## src/rtl/odd_shift_divider_pkg.sv

```systemverilog
package odd_shift_divider_pkg;

  localparam int MAX_W = 4;
  localparam int MAX_N = 13;

  typedef logic [MAX_W-1:0] code_t;

  typedef enum logic {
    DUTY_TAP  = 1'b0,
    DUTY_HALF = 1'b1
  } duty_mode_e;

  // Number of chain registers needed for a ratio.
  function automatic int state_width(int div);
    case (div)
      3:       return 2;
      13:      return 4;
      default: return 3;
    endcase
  endfunction

  // Head feedback bit for a code; the head is bit W-1.
  function automatic logic head_bit(int div, code_t s);
    logic ra, rb, rc, rd;
    ra = 1'b0; rb = 1'b0; rc = 1'b0; rd = 1'b0;
    case (div)
      3: begin
        ra = s[1]; rb = s[0];
        return ~(ra | rb);
      end
      5: begin
        rb = s[1]; rc = s[0];
        return ~(rb | rc);
      end
      7: begin
        ra = s[2]; rc = s[0];
        return ~(ra ^ rc);
      end
      default: begin
        ra = s[3]; rb = s[2]; rc = s[1]; rd = s[0];
        return ~(ra | rd | (rb & rc)) | (ra & (rb ^ rd));
      end
    endcase
  endfunction

  // One shift step of the loop.
  function automatic code_t shift_code(int div, code_t s);
    int w;
    w = state_width(div);
    return code_t'((s >> 1) | (code_t'(head_bit(div, s)) << (w - 1)));
  endfunction

  // Position of a code in the cycle that starts at zero; div if absent.
  function automatic int code_index(int div, code_t s);
    code_t c;
    c = '0;
    for (int k = 0; k < MAX_N; k++) begin
      if (k < div && c == s) return k;
      c = shift_code(div, c);
    end
    return div;
  endfunction

  // Whole input cycles per period where the registered tap is high.
  function automatic int high_states(int div, logic half);
    if (half) return (div - 1) / 2;
    case (div)
      3:       return 2;
      5:       return 2;
      7:       return 3;
      default: return 6;
    endcase
  endfunction

  // Tap level for a code: high in the last 'high' codes of the cycle.
  function automatic logic tap_level(int div, int high, code_t s);
    int idx;
    idx = code_index(div, s);
    return (idx >= div - high) && (idx < div);
  endfunction

endpackage

```

## src/rtl/osd_head_logic.sv

```systemverilog
module osd_head_logic
  import odd_shift_divider_pkg::*;
#(
  parameter int DIV = 5,
  parameter int W   = 3
) (
  input  logic [W-1:0] cur_state,
  output logic         head_d
);

  if (DIV == 3) begin : g_div3
    assign head_d = ~(cur_state[1] | cur_state[0]);
  end else if (DIV == 5) begin : g_div5
    assign head_d = ~(cur_state[1] | cur_state[0]);
  end else if (DIV == 7) begin : g_div7
    assign head_d = ~(cur_state[2] ^ cur_state[0]);
  end else begin : g_div13
    logic r_a, r_b, r_c, r_d;
    assign r_a = cur_state[3];
    assign r_b = cur_state[2];
    assign r_c = cur_state[1];
    assign r_d = cur_state[0];
    assign head_d = ~(r_a | r_d | (r_b & r_c)) | (r_a & (r_b ^ r_d));
  end

endmodule

```

## src/rtl/osd_shift_chain.sv

```systemverilog
module osd_shift_chain #(
  parameter int W = 3
) (
  input  logic         clk_in,
  input  logic         sync_rst,
  input  logic         head_d,
  output logic [W-1:0] q
);

  for (genvar g = W - 1; g >= 0; g--) begin : g_stage
    if (g == W - 1) begin : g_head
      always_ff @(posedge clk_in) begin
        if (sync_rst) q[g] <= 1'b0;
        else          q[g] <= head_d;
      end
    end else begin : g_copy
      always_ff @(posedge clk_in) begin
        if (sync_rst) q[g] <= 1'b0;
        else          q[g] <= q[g+1];
      end
    end
  end

endmodule

```

## src/rtl/osd_duty_stage.sv

```systemverilog
module osd_duty_stage
  import odd_shift_divider_pkg::*;
#(
  parameter int         DIV  = 5,
  parameter duty_mode_e DUTY = DUTY_HALF,
  parameter int         W    = 3
) (
  input  logic         clk_in,
  input  logic         sync_rst,
  input  logic [W-1:0] next_state,
  output logic         tap_q,
  output logic         fall_q,
  output logic         clk_div
);

  localparam int HIGH = high_states(DIV, DUTY == DUTY_HALF);

  logic tap_d;
  assign tap_d = tap_level(DIV, HIGH, code_t'(next_state));

  always_ff @(posedge clk_in) begin
    if (sync_rst) tap_q <= 1'b0;
    else          tap_q <= tap_d;
  end

  if (DUTY == DUTY_HALF) begin : g_half
    always_ff @(negedge clk_in) begin
      if (sync_rst) fall_q <= 1'b0;
      else          fall_q <= tap_q;
    end
    assign clk_div = tap_q | fall_q;
  end else begin : g_tap
    assign fall_q  = 1'b0;
    assign clk_div = tap_q;
  end

endmodule

```

## src/rtl/odd_shift_divider.sv

```systemverilog
module odd_shift_divider
  import odd_shift_divider_pkg::*;
#(
  parameter int         DIV  = 5,
  parameter duty_mode_e DUTY = DUTY_HALF,
  localparam int        W    = state_width(DIV)
) (
  input  logic         clk_in,
  input  logic         sync_rst,
  output logic         clk_div,
  output logic [W-1:0] div_state
);

  logic         head_d;
  logic [W-1:0] next_state;
  logic         tap_q;
  logic         fall_q;

  osd_head_logic #(.DIV(DIV), .W(W)) u_head (
    .cur_state (div_state),
    .head_d    (head_d)
  );

  osd_shift_chain #(.W(W)) u_chain (
    .clk_in   (clk_in),
    .sync_rst (sync_rst),
    .head_d   (head_d),
    .q        (div_state)
  );

  assign next_state = {head_d, div_state[W-1:1]};

  osd_duty_stage #(.DIV(DIV), .DUTY(DUTY), .W(W)) u_duty (
    .clk_in     (clk_in),
    .sync_rst   (sync_rst),
    .next_state (next_state),
    .tap_q      (tap_q),
    .fall_q     (fall_q),
    .clk_div    (clk_div)
  );

endmodule

```

## config.mk

```make
export PLATFORM = sky130hd
export DESIGN_NAME = odd_shift_divider
export DESIGN_NICKNAME = d
export VERILOG_FILES = /design/src/rtl/odd_shift_divider_pkg.sv /design/src/rtl/osd_head_logic.sv /design/src/rtl/osd_shift_chain.sv /design/src/rtl/osd_duty_stage.sv /design/src/rtl/odd_shift_divider.sv
export SDC_FILE = /design/constraint.sdc
export NUM_CORES = 1
export LEC_CHECK = 0
export ABC_CLOCK_PERIOD_IN_PS = 900
export BUFFER_PORTS_ARGS = -buffer_cell sky130_fd_sc_hd__buf_2
export CORE_AREA = 3 3 40 42
export CTS_CLUSTER_SIZE = 16
export DETAILED_ROUTE_END_ITERATION = 10
export DIE_AREA = 0 0 43 45
export GPL_TIMING_DRIVEN = 0
export PLACE_DENSITY_LB_ADDON = 0.05
export SETUP_SLACK_MARGIN = 0.2
export SKIP_LAST_GASP = 1
export SYNTH_ARGS = -nofsm -noshare
export SYNTH_HDL_FRONTEND = slang
export SYNTH_SLANG_ARGS = --single-unit
```

## constraint.sdc

```tcl
create_clock -name clk_in -period 0.9 [get_ports clk_in]
set_input_delay 0.27 -clock clk_in [delete_from_list [all_inputs] [get_ports clk_in]]
set_output_delay 0.27 -clock clk_in [all_outputs]
set_load 0.05 [all_outputs]
```

# Word level (Yosys, flattened, before mapping)
# Cells that the tools add are included.
[classes]
n_addsub = 4
mul = 0
div_mod_pow = 0
n_lt_le_gt_ge = 2
n_eq_ne = 4
shift = 4
mux = 57
bitwise_logic = 12
n_reduce_logical = 2
[ops]
columns = ["operator", "n"]
rows = [
  ["$mux W32", 15],
  ["$shl A1 B32 Y4", 4],
  ["$sub A32 B2 Y32 const B", 4],
  ["$mux W4", 10],
  ["$ge A32 B3 Y1 const B", 1],
  ["$lt A32 B4 Y1 const B", 1],
  ["$mux W1", 29],
  ["$eq A4 B3 Y1", 4],
  ["$or A3 B4 Y4", 3],
  ["$or A1 B1 Y1", 5],
  ["$mux W2", 2],
  ["$not A1 Y1", 4],
  ["$logic_not A3 Y1", 1],
  ["$mux W3", 1],
  ["$logic_and A1 B1 Y1", 1],
]
[word_totals]
regBits = 5
latchBits = 0
mem_bits_rw = 0
romBits = 0
out_inout_bits = 4
wordCells = 90
mem_count = 0

# Logic depth before layout (Yosys ltp)
[logic_depth]
ltp_word = 56
ltp_mapped = 1
ltp_nobuf = 1

# Hierarchy
# Synthesis repeated with hierarchy kept, for this count alone.
[hier_totals]
cells_unflattened = 13
hier_area_um2 = 151.4
[modules_own_cells]
columns = ["module", "n_inst", "cells_per_inst", "area_per_inst_um2"]
rows = [
  ["osd_shift_chain", 1, 6, 78.8],
  ["osd_duty_stage", 1, 6, 68.8],
  ["osd_head_logic", 1, 1, 3.8],
]

==> metrics.yaml <==
drt-pass1-iter-count: 1
place_congestion: 0.573
fin_ws_ns: -0.760
placed_cells: 32
r2r_cells: 1
grt_overflow: 0
worstSetupEndpoint: "clk_div"
initial_core_util: 0.113
startpoint: "u_duty.fall_q$_SDFF_NP0_"
skew_ns: 0.0542
power_density_nw_per_um2: 2100
grt_setup_unrepaired: "yes"
drtIter0Drc: 0
top_level_ports: 6
grt_pass1_wl_um: 420
status: "complete, but fails checks"
fin_util: 0.222
slew_viol_final: 0
worstReg2RegStart: "u_duty.tap_q$_SDFF_PP0_"
cp.required_ns: 0.63
crit_fanout: 1
drive_gt1_frac: 0.696
violations: "negative setup slack"
clockBufferDepth: 2
r2r_slack_ns: -0.03
area_delta_synth_final_pct: 96.6
holdBufCountCts: 0
route.detailed.drc: 0
syn_inst: 12
use_met1: 0.0434
instances_no_fill: 38
synth_nets: 14
htree_levels: 1
cts_tree: "done"
wl_per_cell_um: 7.26
seq_area_frac_synth: 0.690
syn_area_um2: 145
vias: 112
arrival_ns: 1.39
crit_type: "reg2out"
clkLatencyLatePin_ns: 0.29
io_buffers: 5
grt_max_degree: 6
diodes: 0
cts_root_buffer: "clkbuf_4"
die_w_um: 43
grtUsageMet3: 0.0239
ir_worst_vdd_uv: 643
ant_nets: 0
use_met2: 0.0269
slew_headroom: 0.924
grt_pass1_vias: 104
num_rows: 13
reg2reg_to: "u_duty.fall_q$_SDFF_NP0_"
antenna_found_initial: 0
die_h_um: 45
leakagePower_nw: 0.123
core_area_um2: 1280
cp-end-kind: "output port"
top_usage_layer: "met4"
worstHoldPathType: "in2reg"
wirelength_um: 276
grtUsageTotal: 0.0375
avgSynthCellArea_um2: 12.1
startpoint_type: "register"
cts_sinks: 5
hold_violations: 0
hold_start: "sync_rst"
worst_slew_pin_slew_ns: 0.114
synth_seq_cells: 5
clkTransAtPathRegs_ns: 0.04
synth.distinct_cells: 5
die_area_um2: 1940
max_cap_violations: 0
nets: 26
via_per_inst: 2.95
yosys_warnings: 0
cts_buffers: 3
finalSetupViolCount: 5
## registers in the layout (all words and copies together), names as in the netlist
name / flops
u_chain.q: 3
u_duty.fall_q: 1
u_duty.tap_q: 1
## synth_stat cells
cell,n,share of area
or2_1,1,0.043
dfxtp_1,5,0.69
nor3_2,1,0.069
inv_1,1,0.026
nor2b_1,4,0.17
## worst max-delay path: stages (launching register included)
cell and delay, ns:
dfxtp_1 0.28, or2_4 0.22, buf_6 0.15
## per-layer routing
metal | vias to the layer above | wire (µm)
li1 | 58 | -
met1 | 50 | 120
met2 | 4 | 126
met3 | 0 | 28
met4 | 0 | 0
met5 | - | 0
## layout make-up
| cell class | count | area [µm²] |
|---|---|---|
| well taps | 15 | 18.8 |
| multi-input cells | 6 | 43.8 |
| clock inverters | 1 | 3.75 |
| repair buffers | 7 | 80.1 |
| fillers | 137 | 1000 |
| clock buffers | 4 | 26.3 |
| flip-flops and latches | 5 | 113 |
## where the power goes
| part | switching, mW | total (mW) | internal, mW |
|---|---|---|---|
| Combinational | 0.0523 | 0.0970 | 0.0447 |
| Sequential | 0.00802 | 0.239 | 0.231 |
| Clock | 0.0899 | 0.263 | 0.173 |
| Total | 0.150 | 0.599 | 0.449 |
## cell usage in the layout (no fill, tap or decap)
cell type,synthesis,layout
buf_4,0,1
dfxtp_2,0,1
nor3_2,1,1
clkbuf_4,0,3
or2_4,0,1
buf_8,0,3
inv_1,1,1
nor2b_1,4,4
buf_6,0,2
clkbuf_1,0,1
dfxtp_1,5,1
dfxtp_4,0,3
buf_2,0,1
## what timing repair did
item | CTS | global route
pin swaps | 0 | 0
setup buffers | 2 | 0
gates resized for setup | 12 | 1
gates cloned | 0 | 0
setup endpoints to repair | 5 | 8
## cells by family after synthesis
family                 count (synthesis)  share of synthesized area
buffers and inverters                  1                     0.0258
and+or+nand+nor                        6                      0.284
DFF                                    5                      0.690
## stage by stage
stage	setup slack, ns	hold WS (ns)	total power, mW	setup TNS (ns)	instance area (µm²)
6_report	-0.760	0.262	0.599	-1.04	285
5_1_grt	-0.801	0.273	0.640	-1.16	285
4_1_cts	-0.775	0.255	0.616	-1.09	282
3_5_place_dp	-0.514	0.397	0.323	-0.643	203
3_3_place_gp	-0.511	0.394	0.323	-0.643	203
2_1_floorplan	-0.388	0.330	0.306	-0.443	159
## how the worst min path moves through the flow
stage	to	slack [ns]	cells past startpoint
floorplan	u_chain.q[2]$_SDFF_PP0_	0.33	1
global placement	u_chain.q[2]$_SDFF_PP0_	0.39	1
detailed placement	u_chain.q[2]$_SDFF_PP0_	0.40	1
CTS	u_chain.q[2]$_SDFF_PP0_	0.25	2
global route	u_chain.q[2]$_SDFF_PP0_	0.27	2
finish	u_chain.q[2]$_SDFF_PP0_	0.26	2
No activity file was read; power rests on OpenSTA's default activity.
